[src/rtl/iec_fmt_pkg.sv]
package iec_fmt_pkg;

    localparam int SAMPLE_W  = 24;
    localparam int MAX_CH    = 8;
    localparam int TID_W     = 3;
    localparam int WORD_W    = 32;

    typedef enum logic [3:0] {
        PRE_BLOCK  = 4'b0001,
        PRE_FIRST  = 4'b0010,
        PRE_SECOND = 4'b0011
    } preamble_e;

    typedef enum logic {
        ST_IDLE,
        ST_SEND
    } fsm_e;

    typedef struct packed {
        logic                parity;
        logic                chstat;
        logic                user;
        logic                valid;
        logic [SAMPLE_W-1:0] sample;
        preamble_e           pre;
    } subframe_t;

endpackage

[src/rtl/iec_block_counter.sv]
module iec_block_counter #(
    parameter int BLOCK_LEN = 192,
    localparam int CW = $clog2(BLOCK_LEN)
) (
    input  logic          clk,
    input  logic          rst_n,
    input  logic          advance,
    output logic [CW-1:0] position,
    output logic          at_start
);

    localparam logic [CW-1:0] LAST_POS = CW'(BLOCK_LEN - 1);

    always_ff @(posedge clk) begin
        if (!rst_n) begin
            position <= '0;
        end else if (advance) begin
            position <= (position == LAST_POS) ? '0 : position + 1'b1;
        end
    end

    assign at_start = (position == '0);

endmodule

[src/rtl/iec_word_pack.sv]
module iec_word_pack
    import iec_fmt_pkg::*;
(
    input  logic [SAMPLE_W-1:0] sample,
    input  logic                vflag,
    input  logic                uflag,
    input  logic                cflag,
    input  logic                second_sub,
    input  logic                block_start,
    output logic [WORD_W-1:0]   word
);

    subframe_t sf;

    always_comb begin
        sf.sample = sample;
        sf.valid  = vflag;
        sf.user   = uflag;
        sf.chstat = cflag;
        if (second_sub) begin
            sf.pre = PRE_SECOND;
        end else if (block_start) begin
            sf.pre = PRE_BLOCK;
        end else begin
            sf.pre = PRE_FIRST;
        end
        sf.parity = ^{cflag, uflag, vflag, sample};
        word      = sf;
    end

endmodule

[src/rtl/iec_subframe_formatter.sv]
module iec_subframe_formatter
    import iec_fmt_pkg::*;
#(
    parameter int NUM_CH    = 8,
    parameter int BLOCK_LEN = 192
) (
    input  logic                       clk,
    input  logic                       rst_n,
    input  logic                       frm_valid,
    output logic                       frm_ready,
    input  logic [NUM_CH*SAMPLE_W-1:0] frm_samples,
    input  logic [NUM_CH-1:0]          frm_vflags,
    input  logic [NUM_CH-1:0]          frm_uflags,
    input  logic [BLOCK_LEN-1:0]       cs_block,
    output logic                       m_tvalid,
    input  logic                       m_tready,
    output logic [WORD_W-1:0]          m_tdata,
    output logic [TID_W-1:0]           m_tid
);

    localparam int               PAD_W   = MAX_CH * SAMPLE_W;
    localparam int               CW      = $clog2(BLOCK_LEN);
    localparam logic [TID_W-1:0] LAST_CH = TID_W'(NUM_CH - 1);

    fsm_e              state_q, state_d;
    logic [TID_W-1:0]  ch_q;
    logic [PAD_W-1:0]  smp_q;
    logic [MAX_CH-1:0] v_q, u_q;
    logic [CW-1:0]     blk_pos;
    logic              blk_start;
    logic              frame_take, beat, last_beat;

    assign frame_take = frm_valid && frm_ready;
    assign beat       = m_tvalid && m_tready;
    assign last_beat  = beat && (ch_q == LAST_CH);

    // state register
    always_ff @(posedge clk) begin
        if (!rst_n) begin
            state_q <= ST_IDLE;
        end else begin
            state_q <= state_d;
        end
    end

    // next state
    always_comb begin
        state_d = state_q;
        unique case (state_q)
            ST_IDLE: if (frame_take) state_d = ST_SEND;
            ST_SEND: if (last_beat)  state_d = ST_IDLE;
        endcase
    end

    // outputs
    always_comb begin
        frm_ready = 1'b0;
        m_tvalid  = 1'b0;
        unique case (state_q)
            ST_IDLE: frm_ready = 1'b1;
            ST_SEND: m_tvalid  = 1'b1;
        endcase
    end

    // frame capture and channel index
    always_ff @(posedge clk) begin
        if (!rst_n) begin
            ch_q  <= '0;
            smp_q <= '0;
            v_q   <= '0;
            u_q   <= '0;
        end else if (frame_take) begin
            ch_q  <= '0;
            smp_q <= PAD_W'(frm_samples);
            v_q   <= MAX_CH'(frm_vflags);
            u_q   <= MAX_CH'(frm_uflags);
        end else if (beat && !last_beat) begin
            ch_q  <= ch_q + 1'b1;
        end
    end

    iec_block_counter #(
        .BLOCK_LEN(BLOCK_LEN)
    ) u_blk (
        .clk     (clk),
        .rst_n   (rst_n),
        .advance (last_beat),
        .position(blk_pos),
        .at_start(blk_start)
    );

    iec_word_pack u_pack (
        .sample     (smp_q[int'(ch_q)*SAMPLE_W +: SAMPLE_W]),
        .vflag      (v_q[ch_q]),
        .uflag      (u_q[ch_q]),
        .cflag      (cs_block[blk_pos]),
        .second_sub (ch_q[0]),
        .block_start(blk_start),
        .word       (m_tdata)
    );

    assign m_tid = ch_q;

endmodule

[config.mk]
export PLATFORM = sky130hd
export DESIGN_NAME = iec_subframe_formatter
export DESIGN_NICKNAME = d
export VERILOG_FILES = /design/src/rtl/iec_fmt_pkg.sv /design/src/rtl/iec_block_counter.sv /design/src/rtl/iec_word_pack.sv /design/src/rtl/iec_subframe_formatter.sv
export SDC_FILE = /design/constraint.sdc
export NUM_CORES = 1
export LEC_CHECK = 0
export BUFFER_PORTS_ARGS = -buffer_cell sky130_fd_sc_hd__buf_2
export CORE_AREA = 2 2 171 173
export DETAILED_ROUTE_END_ITERATION = 10
export DIE_AREA = 0 0 173 175
export PLACE_DENSITY = 0.74
export RECOVER_POWER = 50
export SKIP_LAST_GASP = 1
export SLEW_MARGIN = 20
export SYNTH_ARGS = -nofsm -noshare
export SYNTH_HDL_FRONTEND = slang
export SYNTH_HIERARCHICAL = 1
export SYNTH_SLANG_ARGS = --single-unit
[constraint.sdc]
create_clock -name clk -period 5.4 [get_ports clk]
set_input_delay 1.08 -clock clk [delete_from_list [all_inputs] [get_ports clk]]
set_output_delay 1.08 -clock clk [all_outputs]
set_load 0.02 [all_outputs]
==> results.md <==
* CTS Root Buffer Type: clkbuf_16
* Total GRT Usage at 24.2%
* # fillers at 2632
* Max FO, Critical Path at 2
* Initial antenna violation count at 12
* Worst slew pin tran at 4.01 ns
* Failing checks: capacitance limit, slew limit
* Comb pwr share at 15.9%
* Status: finished with violations
* Overall power at 4.17 mW
* Die Wd at 173 um
* Number of placement rows at 62
* Final setup fails at 0
* WL/cell at 18.6 um
* Pleak at 6.24 nW
* Cts bufs inserted at 25
* Max cap viols at 1
* Slowest stage delay, CP at 0.45 ns
* First-pass DRT Iterations at 5
* RSZ-0062 raised after global routing: false
* Max-slew violations at 209
* IO Pins at 441
* Die height at 175 um
* Peak VDD IR at 0.000261 V
* Post-synth EDFFs at 0
* Worst min path class: flop to flop
* Number of routed nets with antenna violations at 0
* Final GP Congestion at 0.934
* WP data required at 4.32 ns
* Nets at 2034
* Yosys reg bits at 220
* Sequential Power Share at 42.2%
* Setup TNS at 0 ns
* Clk network pwr share at 41.9%
* Main synth FF type: dfxtp_1
* Final period util at 95.8%
* Worst path slowest cell: mux4_2
* Mean Syn Cell Area at 9.42 um^2
* Design area at 15100 um^2
* Clk slew on worst S/H paths at 0.06 ns
* Setup Skew at 0.0142 ns
* Area Overhead vs Synth at 26.6%
* Worst setup margin at 0.226 ns
* H-Tree Depth at 1
* DRT iter0 DRCs at 532
* Grt total ovfl at 0
* Post-DP Area at 14100 um^2
* Number of global-route vias before repair at 10900
* Synth Cell Area at 11900 um^2
* Crit. End Element: primary output
* Via Count at 10600
* Setup WS pre-CTS at 0.205 ns
* Sink Count at 220
* Synth warn at 6
* Cts hold-fix bufs at 0
* Starting Density at 41.9%
* Syn Inst Count at 1263
* Worst skew pair latency at 0.53 ns
* Max Buffers Root-to-Sink at 3
* Netlist cell types at 50
* Port bufs at 438
* Tmin final at 5.17 ns
* Largest net degree at the start of global routing at 209
* Maximum clock rate at 193 MHz
* Crit-path cells: buf_2, mux4_2, a22oi_1, a31oi_1, a211oi_1, buf_4, a21oi_1, a311o_1, xnor2_1, xnor2_2, xnor3_1, xnor3_1, buf_2
* Critical Path Start Type: input pin
* Final wirelength at 38000 um
* Seq/Total Area, Yosys at 37.0%
* Post-synth ARST share at 0%
* Sw Share at 25.5%
* Share of post-route cells with drive strength above 1 at 38.7%
* Die area at 30300 um^2
* DRC violation count after routing at 0
* First-pass GRT wire length at 57600 um
* Crit path DAT at 4.09 ns
* Number of vias per cell at 5.20
* Core ar. at 28400 um^2
* Final hold violations at 0
* PwrDens at 277 nW/um^2
* Post-DP HPWL at 28400 um
* Sw Pwr at 1.06 mW
* Worst hold slack at 0.461 ns
* Internal Pwr Total at 3.11 mW
* Slew HR at -167%
* Crit Path Class: input pin to primary output
* CTS tree: yes
[sequential cells by signal, indices dropped and copies added, names as in the netlist]
name	flops
v_q	8
u_blk/position	8
smp_q	192
u_q	8
state_q	1
m_tid	3
[critical path: cells and delay by family]
kind | cells | cell delay (ns)
xor gates and xnor gates | 4 | 1.08
AOI/OAI and AO/OA | 5 | 1.04
muxes | 1 | 0.45
buffers and inverters | 3 | 0.44
[repair_timing]
item                       CTS  global route
gates resized for setup      3             2
pin swaps                    0             1
setup endpoints to repair    1             1
gates cloned                 0             0
buffers inserted             0            12
[layout make-up]
class                           count  area [um^2]  area share (%)
Clock inverter                     11          150           0.997
Tap cell                          384          480            3.19
Clock buffer                       34          699            4.64
Inverter                            8         30.0           0.199
Timing Repair Buffer              467         2470            16.4
Multi-Input combinational cell    904         6800            45.1
Antenna cell                        9         22.5           0.150
Sequential cell                   220         4420            29.3
[logic make-up (layout without fill, tap and decap cells)]
group	Yosys count	count (layout)	share of synthesized area, %
AND/OR/NAND/NOR	477	477	15.9
XOR/XNOR	28	28	2.36
other	1	11	0.0315
multiplexers	146	146	22.8
adder cells (fa/ha/maj)	4	4	0.421
flip-flops	220	220	37.0
AO/OA/AOI/OAI	247	247	15.5
buffers and inverters	140	520	6.02
[synthesized netlist by cell type, drive strengths merged, types with 6 or more instances]
cell	count	share of area, %
a21boi	208	13
a21oi	8	0.34
a22oi	12	0.80
buf	53	3.3
clkbuf	79	2.5
dfxtp	220	37
inv	8	0.25
mux2	42	4.0
mux2i	12	1.0
mux4	92	18
nand2	428	14
nand3	8	0.38
nor2	13	0.41
nor2b	6	0.32
o21ai	6	0.25
xnor2	20	1.5
xor2	6	0.44
[power by group through the flow]
stage               clock network (mW)  registers, mW  logic (mW)
finish                            1.75           1.76       0.661
global route                      1.85           1.77       0.723
global placement                     0           1.79       0.641
CTS                               1.78           1.76       0.653
detailed placement                   0           1.79       0.649
floorplan                            0           1.78       0.399
[worst paths after layout]
| kind | startpoint | endpoint | slack [ns] | cells after the start |
|---|---|---|---|---|
| max | cs_block[135] | m_tdata[31] | 0.23 | 13 |
| min reg2reg | u_q[6] | u_q[6] | 0.46 | 2 |
| max reg2reg | state_q | smp_q[150] | 1.30 | 4 |
| min | u_q[6] | u_q[6] | 0.46 | 2 |
[metal layers]
| metal | wire length (um) | GRT usage, % |
|---|---|---|
| met1 | 13000 | 24.0 |
| met2 | 20100 | 45.9 |
| met3 | 2900 | 6.64 |
| met4 | 1980 | 12.5 |
| met5 | 38 | 0 |
[placed cells by master, fill, tap and decap left out, types with 3 or more instances in the layout]
cell / instances
mux4_2: 80
ha_1: 4
mux2i_1: 12
nor2_1: 13
a222oi_1: 4
nand2_1: 427
diode_2: 9
buf_4: 24
a31oi_1: 3
nor2b_1: 6
a21boi_0: 208
xnor2_1: 18
dfxtp_4: 3
mux4_1: 12
mux2_1: 5
dfxtp_1: 215
o21ai_0: 6
xor2_1: 6
clkbuf_16: 25
and3_1: 3
a22oi_1: 11
buf_12: 4
nand3_1: 7
bufinv_16: 3
clkbuf_8: 4
mux2_2: 37
clkinv_2: 5
inv_1: 8
clkbuf_1: 6
buf_2: 436
nor4_1: 4
a21oi_1: 8
[stage by stage]
step	util [%]	std cells
CTS	52.7	2016
detailed placement	49.7	1971
global route	53.0	2033
global placement	49.7	1971
finish	53.1	2037
floorplan	-	1264
No activity file was read; power rests on OpenSTA's default activity.
